File: src/rtl/stk_pkg.sv
package stk_pkg;
  localparam int ADDR_W = 16;
  localparam int DATA_W = 8;
  localparam int PAGE_W = ADDR_W - DATA_W;

  localparam logic [DATA_W-1:0] OP_JSR = 8'h20;
  localparam logic [DATA_W-1:0] OP_RTS = 8'h60;
  localparam logic [DATA_W-1:0] OP_PHA = 8'h48;
  localparam logic [DATA_W-1:0] OP_PLA = 8'h68;
  localparam logic [DATA_W-1:0] OP_JMP = 8'h4C;

  typedef enum logic [2:0] {
    C_IMPL, C_JMP, C_JSR, C_RTS, C_PHA, C_PLA
  } op_cls_e;

  typedef enum logic [4:0] {
    S_FETCH, S_IMP_DUM,
    S_JMP_LO, S_JMP_HI,
    S_JSR_LO, S_JSR_DUM, S_JSR_PSH_H, S_JSR_PSH_L, S_JSR_HI,
    S_RTS_DUM, S_RTS_SDUM, S_RTS_PL, S_RTS_PH, S_RTS_FIX,
    S_PHA_DUM, S_PHA_WR,
    S_PLA_DUM, S_PLA_SDUM, S_PLA_RD
  } seq_st_e;
endpackage

File: src/rtl/stk_op_decode.sv
module stk_op_decode
  import stk_pkg::*;
(
  input  logic [DATA_W-1:0] op_i,
  output op_cls_e           cls_o
);
  always_comb begin
    case (op_i)
      OP_JSR:  cls_o = C_JSR;
      OP_RTS:  cls_o = C_RTS;
      OP_PHA:  cls_o = C_PHA;
      OP_PLA:  cls_o = C_PLA;
      OP_JMP:  cls_o = C_JMP;
      default: cls_o = C_IMPL;
    endcase
  end
endmodule

File: src/rtl/stk_ptr.sv
module stk_ptr
  import stk_pkg::*;
#(
  parameter logic [DATA_W-1:0] SP_RESET = 8'hFF
) (
  input  logic              clk,
  input  logic              rst,
  input  logic              push_i,
  input  logic              pull_i,
  output logic [DATA_W-1:0] sp_o,
  output logic [DATA_W-1:0] sp_inc_o,
  output logic [DATA_W-1:0] sp_dec_o
);
  logic [DATA_W-1:0] sp_q;

  assign sp_inc_o = sp_q + 1'b1;
  assign sp_dec_o = sp_q - 1'b1;
  assign sp_o     = sp_q;

  always_ff @(posedge clk) begin
    if (rst)         sp_q <= SP_RESET;
    else if (push_i) sp_q <= sp_dec_o;
    else if (pull_i) sp_q <= sp_inc_o;
  end

  // a step is either a push or a pull, never both
  a_r9_single_move: assert property (@(posedge clk) disable iff (rst)
    !(push_i && pull_i));
endmodule

File: src/rtl/stk_seq_core.sv
module stk_seq_core
  import stk_pkg::*;
#(
  parameter logic [ADDR_W-1:0] RESET_PC   = 16'h0200,
  parameter logic [DATA_W-1:0] SP_RESET   = 8'hFF,
  parameter logic [PAGE_W-1:0] STACK_PAGE = 8'h01
) (
  input  logic              clk,
  input  logic              rst,
  input  logic [DATA_W-1:0] rd_data_i,
  output logic [ADDR_W-1:0] bus_addr_o,
  output logic              bus_we_o,
  output logic [DATA_W-1:0] bus_wdata_o,
  output logic              op_sync_o,
  output logic              flag_n_o,
  output logic              flag_z_o
);
  seq_st_e           st, nx_st;
  logic [ADDR_W-1:0] pc, nx_pc, nx_addr;
  logic [DATA_W-1:0] acc, tlo, nx_tlo, nx_wd;
  logic              nx_we, ld_acc, sp_push, sp_pull;
  logic [DATA_W-1:0] sp, sp_inc, sp_dec;
  op_cls_e           cls;
  logic [ADDR_W-1:0] stk_cur, stk_inc, stk_dec, rd_tgt;

  stk_op_decode u_dec (.op_i(rd_data_i), .cls_o(cls));

  stk_ptr #(.SP_RESET(SP_RESET)) u_sp (
    .clk(clk), .rst(rst), .push_i(sp_push), .pull_i(sp_pull),
    .sp_o(sp), .sp_inc_o(sp_inc), .sp_dec_o(sp_dec)
  );

  assign stk_cur = {STACK_PAGE, sp};
  assign stk_inc = {STACK_PAGE, sp_inc};
  assign stk_dec = {STACK_PAGE, sp_dec};
  assign rd_tgt  = {rd_data_i, tlo};

  always_comb begin
    nx_st   = st;
    nx_pc   = pc;
    nx_addr = bus_addr_o;
    nx_we   = 1'b0;
    nx_wd   = bus_wdata_o;
    nx_tlo  = tlo;
    sp_push = 1'b0;
    sp_pull = 1'b0;
    ld_acc  = 1'b0;
    case (st)
      S_FETCH: begin
        nx_pc   = pc + 1'b1;
        nx_addr = pc + 1'b1;
        case (cls)
          C_JMP:   nx_st = S_JMP_LO;
          C_JSR:   nx_st = S_JSR_LO;
          C_RTS:   nx_st = S_RTS_DUM;
          C_PHA:   nx_st = S_PHA_DUM;
          C_PLA:   nx_st = S_PLA_DUM;
          default: nx_st = S_IMP_DUM;
        endcase
      end
      S_IMP_DUM: begin nx_addr = pc; nx_st = S_FETCH; end
      S_JMP_LO: begin
        nx_tlo = rd_data_i; nx_pc = pc + 1'b1; nx_addr = pc + 1'b1;
        nx_st = S_JMP_HI;
      end
      S_JMP_HI: begin nx_pc = rd_tgt; nx_addr = rd_tgt; nx_st = S_FETCH; end
      S_JSR_LO: begin
        nx_tlo = rd_data_i; nx_pc = pc + 1'b1; nx_addr = stk_cur;
        nx_st = S_JSR_DUM;
      end
      S_JSR_DUM: begin
        nx_addr = stk_cur; nx_we = 1'b1; nx_wd = pc[ADDR_W-1:DATA_W];
        nx_st = S_JSR_PSH_H;
      end
      S_JSR_PSH_H: begin
        sp_push = 1'b1; nx_addr = stk_dec; nx_we = 1'b1; nx_wd = pc[DATA_W-1:0];
        nx_st = S_JSR_PSH_L;
      end
      S_JSR_PSH_L: begin sp_push = 1'b1; nx_addr = pc; nx_st = S_JSR_HI; end
      S_JSR_HI: begin nx_pc = rd_tgt; nx_addr = rd_tgt; nx_st = S_FETCH; end
      S_RTS_DUM: begin nx_addr = stk_cur; nx_st = S_RTS_SDUM; end
      S_RTS_SDUM: begin sp_pull = 1'b1; nx_addr = stk_inc; nx_st = S_RTS_PL; end
      S_RTS_PL: begin
        nx_tlo = rd_data_i; sp_pull = 1'b1; nx_addr = stk_inc; nx_st = S_RTS_PH;
      end
      S_RTS_PH: begin nx_pc = rd_tgt; nx_addr = rd_tgt; nx_st = S_RTS_FIX; end
      S_RTS_FIX: begin nx_pc = pc + 1'b1; nx_addr = pc + 1'b1; nx_st = S_FETCH; end
      S_PHA_DUM: begin
        nx_addr = stk_cur; nx_we = 1'b1; nx_wd = acc; nx_st = S_PHA_WR;
      end
      S_PHA_WR: begin sp_push = 1'b1; nx_addr = pc; nx_st = S_FETCH; end
      S_PLA_DUM: begin nx_addr = stk_cur; nx_st = S_PLA_SDUM; end
      S_PLA_SDUM: begin sp_pull = 1'b1; nx_addr = stk_inc; nx_st = S_PLA_RD; end
      S_PLA_RD: begin ld_acc = 1'b1; nx_addr = pc; nx_st = S_FETCH; end
      default: begin nx_addr = pc; nx_st = S_FETCH; end
    endcase
  end

  always_ff @(posedge clk) begin
    if (rst) begin
      st          <= S_FETCH;
      pc          <= RESET_PC;
      bus_addr_o  <= RESET_PC;
      bus_we_o    <= 1'b0;
      bus_wdata_o <= '0;
      op_sync_o   <= 1'b1;
      tlo         <= '0;
      acc         <= '0;
      flag_n_o    <= 1'b0;
      flag_z_o    <= 1'b0;
    end else begin
      st          <= nx_st;
      pc          <= nx_pc;
      bus_addr_o  <= nx_addr;
      bus_we_o    <= nx_we;
      bus_wdata_o <= nx_wd;
      op_sync_o   <= (nx_st == S_FETCH);
      tlo         <= nx_tlo;
      if (ld_acc) begin
        acc      <= rd_data_i;
        flag_n_o <= rd_data_i[DATA_W-1];
        flag_z_o <= (rd_data_i == '0);
      end
    end
  end

  // writes stay inside the stack page
  a_r11_write_in_page: assert property (@(posedge clk) disable iff (rst)
    bus_we_o |-> bus_addr_o[ADDR_W-1:DATA_W] == STACK_PAGE);

  // no two fetch cycles back to back
  a_r12_sync_single: assert property (@(posedge clk) disable iff (rst)
    op_sync_o |=> !op_sync_o);

  // low return byte is written one slot below the high byte
  a_r5_push_order: assert property (@(posedge clk) disable iff (rst)
    (st == S_JSR_PSH_H) |=>
      (bus_we_o && bus_addr_o[DATA_W-1:0] == $past(bus_addr_o[DATA_W-1:0]) - 8'd1));

  // after the dummy read at the pulled address, fetch resumes one above it
  a_r6_return_fix: assert property (@(posedge clk) disable iff (rst)
    (st == S_RTS_FIX) |=> (op_sync_o && bus_addr_o == $past(bus_addr_o) + 16'd1));

  // a pull reads the slot above the pre-adjust read, wrapping in page
  a_r9_pull_addr: assert property (@(posedge clk) disable iff (rst)
    (st == S_PLA_SDUM) |=>
      (bus_addr_o == {STACK_PAGE, $past(bus_addr_o[DATA_W-1:0]) + 8'd1}));

  // flags follow the pulled byte
  a_r10_pull_flags: assert property (@(posedge clk) disable iff (rst)
    (st == S_PLA_RD) |=>
      (flag_z_o == ($past(rd_data_i) == 8'h00) && flag_n_o == $past(rd_data_i[DATA_W-1])));
endmodule

File: config.mk
export PLATFORM = sky130hd
export DESIGN_NAME = stk_seq_core
export DESIGN_NICKNAME = d
export VERILOG_FILES = /design/src/rtl/stk_pkg.sv /design/src/rtl/stk_op_decode.sv /design/src/rtl/stk_ptr.sv /design/src/rtl/stk_seq_core.sv
export SDC_FILE = /design/constraint.sdc
export NUM_CORES = 1
export LEC_CHECK = 0
export ABC_AREA = 0
export ABC_CLOCK_PERIOD_IN_PS = 2200
export BUFFER_PORTS_ARGS = -buffer_cell sky130_fd_sc_hd__clkbuf_2
export CAP_MARGIN = 15
export CORE_UTILIZATION = 40
export CTS_CLUSTER_DIAMETER = 150
export DETAILED_ROUTE_END_ITERATION = 8
export HOLD_SLACK_MARGIN = 0.03
export SLEW_MARGIN = 40
export SYNTH_ARGS = -nofsm -noshare
export SYNTH_HDL_FRONTEND = slang
export SYNTH_SLANG_ARGS = --single-unit
File: constraint.sdc
create_clock -name clk -period 2.2 [get_ports clk]
set_clock_uncertainty 0.05 [all_clocks]
set_input_delay 0.44 -clock clk [delete_from_list [all_inputs] [get_ports clk]]
set_output_delay 0.44 -clock clk [all_outputs]
set_load 0.01 [all_outputs]
==> flow_summary.yaml, run 1 <==
outcome:
  outcome: "finished, final reports clean"
pwr:
  p_sw_uw: 787.0
  combPwrFrac_pct: 11.9
  leakage_nw: 2.031
  p_int_mw: 2.124
  cellPowerDensity_nw_per_um2: 566.0
  clkPwrFrac_pct: 41.2
  power_frac_seq_pct: 46.9
  ir_drop_mv: 0.2750
  power.share.switching_pct: 27.03
timing:
  tightestPinTransition_ns: 0.5553
  setup_slack_ns: 0.1638
  hold_viol: 0
  finalCriticalPeriod_ns: 2.036
  tns_ns: 0
  slew_violations: 0
  fin_crit_sh_pct: 92.56
  rsz0062_at_grt: "no"
  maxSlewHeadroom_pct: 62.64
  setup_viol: 0
  fmax_mhz: 491.1
routing:
  drt_iter0_drc: 479
  wirelength_microns: 13300
  via_per_inst: 6.125
  wire_per_inst_microns: 18.32
  num_vias: 4447
  drt.antenna.violating_nets: 0
  dr.pass1.iters: 6
  drc: 0
grt:
  overflow: 0
  grtUsageTotal_pct: 24.60
  grt_pass1_vias: 4069
  grt_start_max_net_pins: 39
  antenna_found_initial: 0
  grt_pass1_wl_microns: 21350
finish:
  drive_gt1_share_pct: 22.37
  fillers: 1033
  fin_area_sq_um: 5144
  final_cells: 726
  antennaDiodeCount: 0
  fin_util_pct: 49.60
  finalNetCount: 598
  area_growth_pct: 19.26
floorplan:
  io_pins: 38
  dieWidth_microns: 105.8
  initial_core_util_pct: 41.59
  die_h_microns: 105.8
  die_area_sq_um: 11200
  std_cell_rows: 37
  coreArea_sq_um: 10370
yosys:
  yosysMostFrequentCell: "dfxtp_1"
  synthArstFlopShare_pct: 0
  yosysSeqAreaShare_pct: 33.42
  synth_ff_type: "dfxtp_1"
  ys_top_cells_by_area: "dfxtp_1 (33%), nor2_1 (5.0%), mux2i_1 (4.4%)"
  synth.avg_cell_area_sq_um: 8.168
  synth_top_cell_by_area: "dfxtp_1"
  syn_inst: 528
  synth_edf_count: 0
  yosysUniqueCellTypes: 71
  ys_warn_count: 0
  netlist.area_leader.share_pct: 33.42
  netlist_area_sq_um: 4313
  ys_seq_elements: 72
  syn_nets: 541
  synth_common_cells: "dfxtp_1 (72), nor2_1 (57), a21oi_1 (34), o21ai_0 (34), buf_2 (23)"
placed_design:
  portBuffers: 37
  placed_area_sq_um: 4910
  dp_cells: 710
  gp_congestion: 0.8869
  post-dp-hpwl_microns: 9621
  place_ws_ns: 0.04909
clock_network:
  clkSinkCount: 72
  cts_buffers: 9
  postCtsHoldBufs: 0
  clkLatencyLatePin_ns: 0.36
  cts_max_level: 3
  clockBufferDepth: 2
  cts_tree: "done"
  cts-root-buf: "clkbuf_8"
  path_clk_slew_ns: 0.09
hold_path:
  min_path_type: "input port to flop"
run:
  cap_violations: 0
critical_path:
  cp-end-kind: "flop"
  critPathLaunchType: "flop"
  rrSetupSlack_ns: 0.16
  path_max_fanout: 31
  cp_slowest_cell: "or4b_1"
  critPathCapture: "u_sp.sp_o[1]$_SDFFE_PP1P_"
  worstSetupStartpoint: "st[3]$_SDFF_PP0_"
  critPathArrivalTime_ns: 2.23
  timing.rr.end: "u_sp.sp_o[1]$_SDFFE_PP1P_"
  worst-endpoint-required_ns: 2.40
  slowest_delay_ns: 0.60
  reg2reg_depth: 6
  crit_chain: "buf_12 > or4b_1 > nand2_1 > a32oi_1 > buf_4 > a2111o_1"
  worst-setup-path-type: "flop to flop"
  r2r_start: "st[3]$_SDFF_PP0_"
-- worst min-delay path by stage --
stage	startpoint	endpoint	slack [ns]	cells after the start
6_report	rd_data_i[1]	acc[1]$_SDFFE_PP0N_	0.34	3
5_1_grt	rd_data_i[1]	acc[1]$_SDFFE_PP0N_	0.34	3
4_1_cts	rd_data_i[1]	acc[1]$_SDFFE_PP0N_	0.33	3
3_5_place_dp	tlo[4]$_SDFFE_PP0P_	pc[4]$_SDFFE_PP0P_	0.42	2
3_3_place_gp	tlo[4]$_SDFFE_PP0P_	pc[4]$_SDFFE_PP0P_	0.41	2
2_1_floorplan	tlo[4]$_SDFFE_PP0P_	pc[4]$_SDFFE_PP0P_	0.39	2
-- per-layer routing --
metal	up-vias	routed length [microns]	GRT usage [%]
li1	2122	-	-
met1	2098	6235	35.56
met2	203	5828	36.13
met3	24	946	3.711
met4	0	292	10.22
met5	-	0	0
-- metrics by stage --
step | power (mW) | hold slack, ns
final | 2.911 | 0.3356
after global routing | 3.019 | 0.3408
after CTS | 2.930 | 0.3260
after detailed placement | 1.735 | 0.4211
after global placement | 1.732 | 0.4145
after floorplan | 1.587 | 0.3944
-- worst max-delay path, delay by kind of cell (launching register included) --
family | cells | cell delay [ns]
simple gates | 2 | 0.71
flops | 1 | 0.35
buf+inv | 2 | 0.36
compound gates | 2 | 0.45
-- final cells by class --
type	count	area (sq um)	area share [%]
clock buffers	10	127.6	2.481
clock inverters	6	91.34	1.776
inverters	13	48.80	0.9487
multi-input cells	394	2603	50.60
flip-flops and latches	72	1445	28.10
well taps	136	170.2	3.308
repair buffers	95	658.1	12.79
-- cell usage in the layout, fill, tap and decap left out, types with 12 or more instances in the layout --
| cell type | Yosys | layout |
|---|---|---|
| a22oi_1 | 13 | 13 |
| o22ai_1 | 13 | 13 |
| mux2i_1 | 19 | 19 |
| o21ai_0 | 34 | 34 |
| dfxtp_1 | 72 | 69 |
| a211oi_1 | 12 | 12 |
| a21oi_1 | 34 | 34 |
| nand2_1 | 19 | 19 |
| nand3_1 | 14 | 13 |
| buf_4 | 3 | 55 |
| nor2_1 | 57 | 55 |
| clkbuf_2 | 0 | 37 |
-- cells by family (layout without fill, tap and decap cells) --
family / Yosys count / count (layout) / synth area share, %
and+or+nand+nor: 174 / 174 / 21.61
buffers and inverters: 62 / 124 / 6.498
xor gates and xnor gates: 16 / 16 / 3.249
muxes: 19 / 19 / 4.410
adders and majority gates: 3 / 3 / 0.8704
DFF: 72 / 72 / 33.42
AOI/OAI and AO/OA: 182 / 182 / 29.94
-- sequential cells by signal (all words and copies together), names as in the netlist, 5 cells and up --
signal,flops
st,5
acc,7
bus_wdata_o,8
u_sp.sp_o,8
bus_addr_o,16
pc,16
tlo,8
-- what timing repair did --
item,in CTS,in global routing
setup buffers,0,0
gates resized for setup,0,7
endpoints found under the setup margin,0,23
-- power by group through the flow --
stage / clock, mW / combinational (mW) / sequential [mW]
3_3_place_gp: 0 / 0.338 / 1.39
2_1_floorplan: 0 / 0.201 / 1.39
6_report: 1.20 / 0.347 / 1.37
5_1_grt: 1.27 / 0.375 / 1.37
4_1_cts: 1.22 / 0.341 / 1.36
3_5_place_dp: 0 / 0.340 / 1.40
(Power assumes the default switching activity.)
==> run 2: changes to the inputs <==
SYNTH_HIERARCHICAL = 1   (was default)
==> run 2 against run 1 <==
  * Sequential cell count did not move
  * Power up 5.6%
  * Sequential share of layout area shrank 0.68 points
  * Critical path depth increased by 2
  * Routed wire length rose by 2.9%
  * Final cell count up 2.2%
  * Synthesized cell count down 0.19%
  * Area after synthesis increased by 0.41%
  * Critical endpoint is now bus_addr_o[7]$_SDFF_PP0_
  * Register-to-register slack lost 0.07 ns
  * Sequential power about the same
  * First-iteration DRC count fell by 38%
==> flow_summary.yaml, run 2 <==
routing:
  wirelength_microns: 13690
  wire_per_inst_microns: 18.46
  num_vias: 4381
  wl_met2_microns: 6413
  dr.pass1.iters: 6
  drc: 0
  drt.antenna.violating_nets: 0
  met3_length_microns: 739
  via_per_inst: 5.904
  drt_iter0_drc: 299
  highest_layer: "met4"
  met1_length_microns: 6001
floorplan:
  dieWidth_microns: 106.1
  die_h_microns: 106.1
  coreArea_sq_um: 10420
  io_pins: 38
  std_cell_rows: 37
  initial_core_util_pct: 41.57
  die_area_sq_um: 11250
timing:
  setup_viol: 0
  finalCriticalPeriod_ns: 2.107
  hold_viol: 0
  slew_violations: 0
  fin_crit_sh_pct: 95.79
  maxSlewHeadroom_pct: 57.22
  tightestPinTransition_ns: 0.6415
  rsz0062_at_grt: "yes"
  fmax_mhz: 474.5
yosys:
  syn_inst: 527
  synthArstFlopShare_pct: 0
  synth_ff_type: "dfxtp_1"
  synth_edf_count: 0
  netlist_area_sq_um: 4330
  yosysSeqAreaShare_pct: 33.29
  yosysMostFrequentCell: "dfxtp_1"
  synth_common_cells: "dfxtp_1 (72), nor2_1 (57), nand2_1 (50)"
  ys_top_cells_by_area: "dfxtp_1 (33%), nor2_1 (4.9%), a22oi_1 (4.9%)"
  synth.avg_cell_area_sq_um: 8.217
  netlist.area_leader.share_pct: 33.29
  ys_seq_elements: 72
  ys_warn_count: 6
  yosysUniqueCellTypes: 70
  syn_nets: 540
  synth_top_cell_by_area: "dfxtp_1"
placed_design:
  dp_cells: 723
  gp_congestion: 0.8846
  portBuffers: 37
  post-dp-hpwl_microns: 9725
  placed_area_sq_um: 4975
pwr:
  ir_drop_mv: 0.3213
  cellPowerDensity_nw_per_um2: 583.0
  leakage_nw: 2.015
finish:
  drive_gt1_share_pct: 24.09
  finalNetCount: 614
  multiInputGateArea_sq_um: 2665
  mostFrequentLayoutCell: "dfxtp_1"
  fin_area_sq_um: 5275
  final_cells: 742
  fillers: 1036
  fin_util_pct: 50.64
  area_growth_pct: 21.81
  largestRegisters: "bus_addr_o: 16 flops, pc: 16 flops"
  seqCellArea_sq_um: 1446
  antennaDiodeCount: 0
  layout_common_cells: "dfxtp_1 (68), buf_4 (62), nor2_1 (57)"
grt:
  grt_start_max_net_pins: 30
  antenna_found_initial: 0
  grt_pass1_vias: 4189
  grt_pass1_wl_microns: 22160
  grtUsageTotal_pct: 25.47
  overflow: 0
clock_network:
  cts_tree: "done"
  clockBufferDepth: 2
  clkLatencyLatePin_ns: 0.37
  cts_buffers: 9
  clkSinkCount: 72
  cts-root-buf: "clkbuf_8"
  path_clk_slew_ns: 0.09
  postCtsHoldBufs: 0
  cts_max_level: 3
critical_path:
  worst-setup-path-type: "flop to flop"
  critPathArrivalTime_ns: 2.29
  rrSetupSlack_ns: 0.09
  path_max_fanout: 2
  critPathLaunchType: "flop"
  worst-endpoint-required_ns: 2.38
  cp-end-kind: "flop"
outcome:
  outcome: "finished, final reports clean"
run:
  cap_violations: 0
hold_path:
  min_path_type: "input port to flop"
-- run 2: changes by cell type in the layout (fill, tap and decap cells not counted), moves of 8 or more --
cell,before,now
a211oi_1,12,2
a22oi_1,13,28
nand2_1,19,50
nand3_1,13,5
o22ai_1,13,3
xnor2_1,6,17
-- run 2: final cells by class --
type | instances | share of cell area, %
well taps | 136 | 3.226
flip-flops and latches | 72 | 27.42
clock buffers | 10 | 2.419
repair buffers | 101 | 13.09
inverters | 18 | 1.281
multi-input cells | 399 | 50.52
clock inverters | 6 | 2.040
-- run 2: through the flow --
step	total power [mW]	setup WS, ns	hold slack [ns]	setup TNS (ns)
2_1_floorplan	1.606	-0.01094	0.4102	-0.01968
3_5_place_dp	1.784	-0.02795	0.4328	-0.02795
5_1_grt	3.190	-0.01931	0.3418	-0.01931
6_report	3.075	0.09255	0.3328	0
4_1_cts	3.076	0.009230	0.3193	0
3_3_place_gp	1.781	0.01465	0.4271	0
-- run 2: kinds of logic (layout without fill, tap and decap cells) --
family,count (synthesis),count (layout),synth area share [%]
flops,72,72,33.29
xor+xnor,29,29,5.865
fa+ha+maj,3,3,0.8669
mux,14,14,3.236
simple gates,186,186,22.85
compound gates,167,167,27.39
buf+inv,56,135,6.501
-- run 2: worst paths after layout --
path,startpoint,to,cells after the start
min,rd_data_i[7],tlo[7]$_SDFFE_PP0P_,3
max reg2reg,u_sp/sp_o[5]$_SDFFE_PP1P_,bus_addr_o[7]$_SDFF_PP0_,8
max,u_sp/sp_o[5]$_SDFFE_PP1P_,bus_addr_o[7]$_SDFF_PP0_,8
min reg2reg,bus_wdata_o[5]$_SDFFE_PP0P_,bus_wdata_o[5]$_SDFFE_PP0P_,2
-- run 2: what timing repair did --
item	CTS	global route
gates resized for setup	1	8
pin swaps	1	2
buffers inserted	0	3
endpoints found under the setup margin	1	35
-- run 2: worst max-delay path, cell delays in order, from the launching register on --
cell       delay, ns
dfxtp_2         0.32
or4_4           0.55
nor4_4          0.17
xor2_1          0.09
and3b_1         0.18
o21ai_2         0.15
o2111ai_4       0.15
a2111oi_4       0.25
a2111oi_2       0.08
-- run 2: per-layer routing --
layer | track usage, % | vias up
met5 | 0 | -
met4 | 12.60 | 0
met3 | 4.537 | 28
met2 | 41.32 | 172
met1 | 32.46 | 2089
li1 | - | 2092
-- run 2: power breakdown --
| group | switching [mW] | internal, mW |
|---|---|---|
| clock | 0.551 | 0.750 |
| sequential | 0.0207 | 1.33 |
| combinational | 0.264 | 0.156 |
| total | 0.836 | 2.24 |
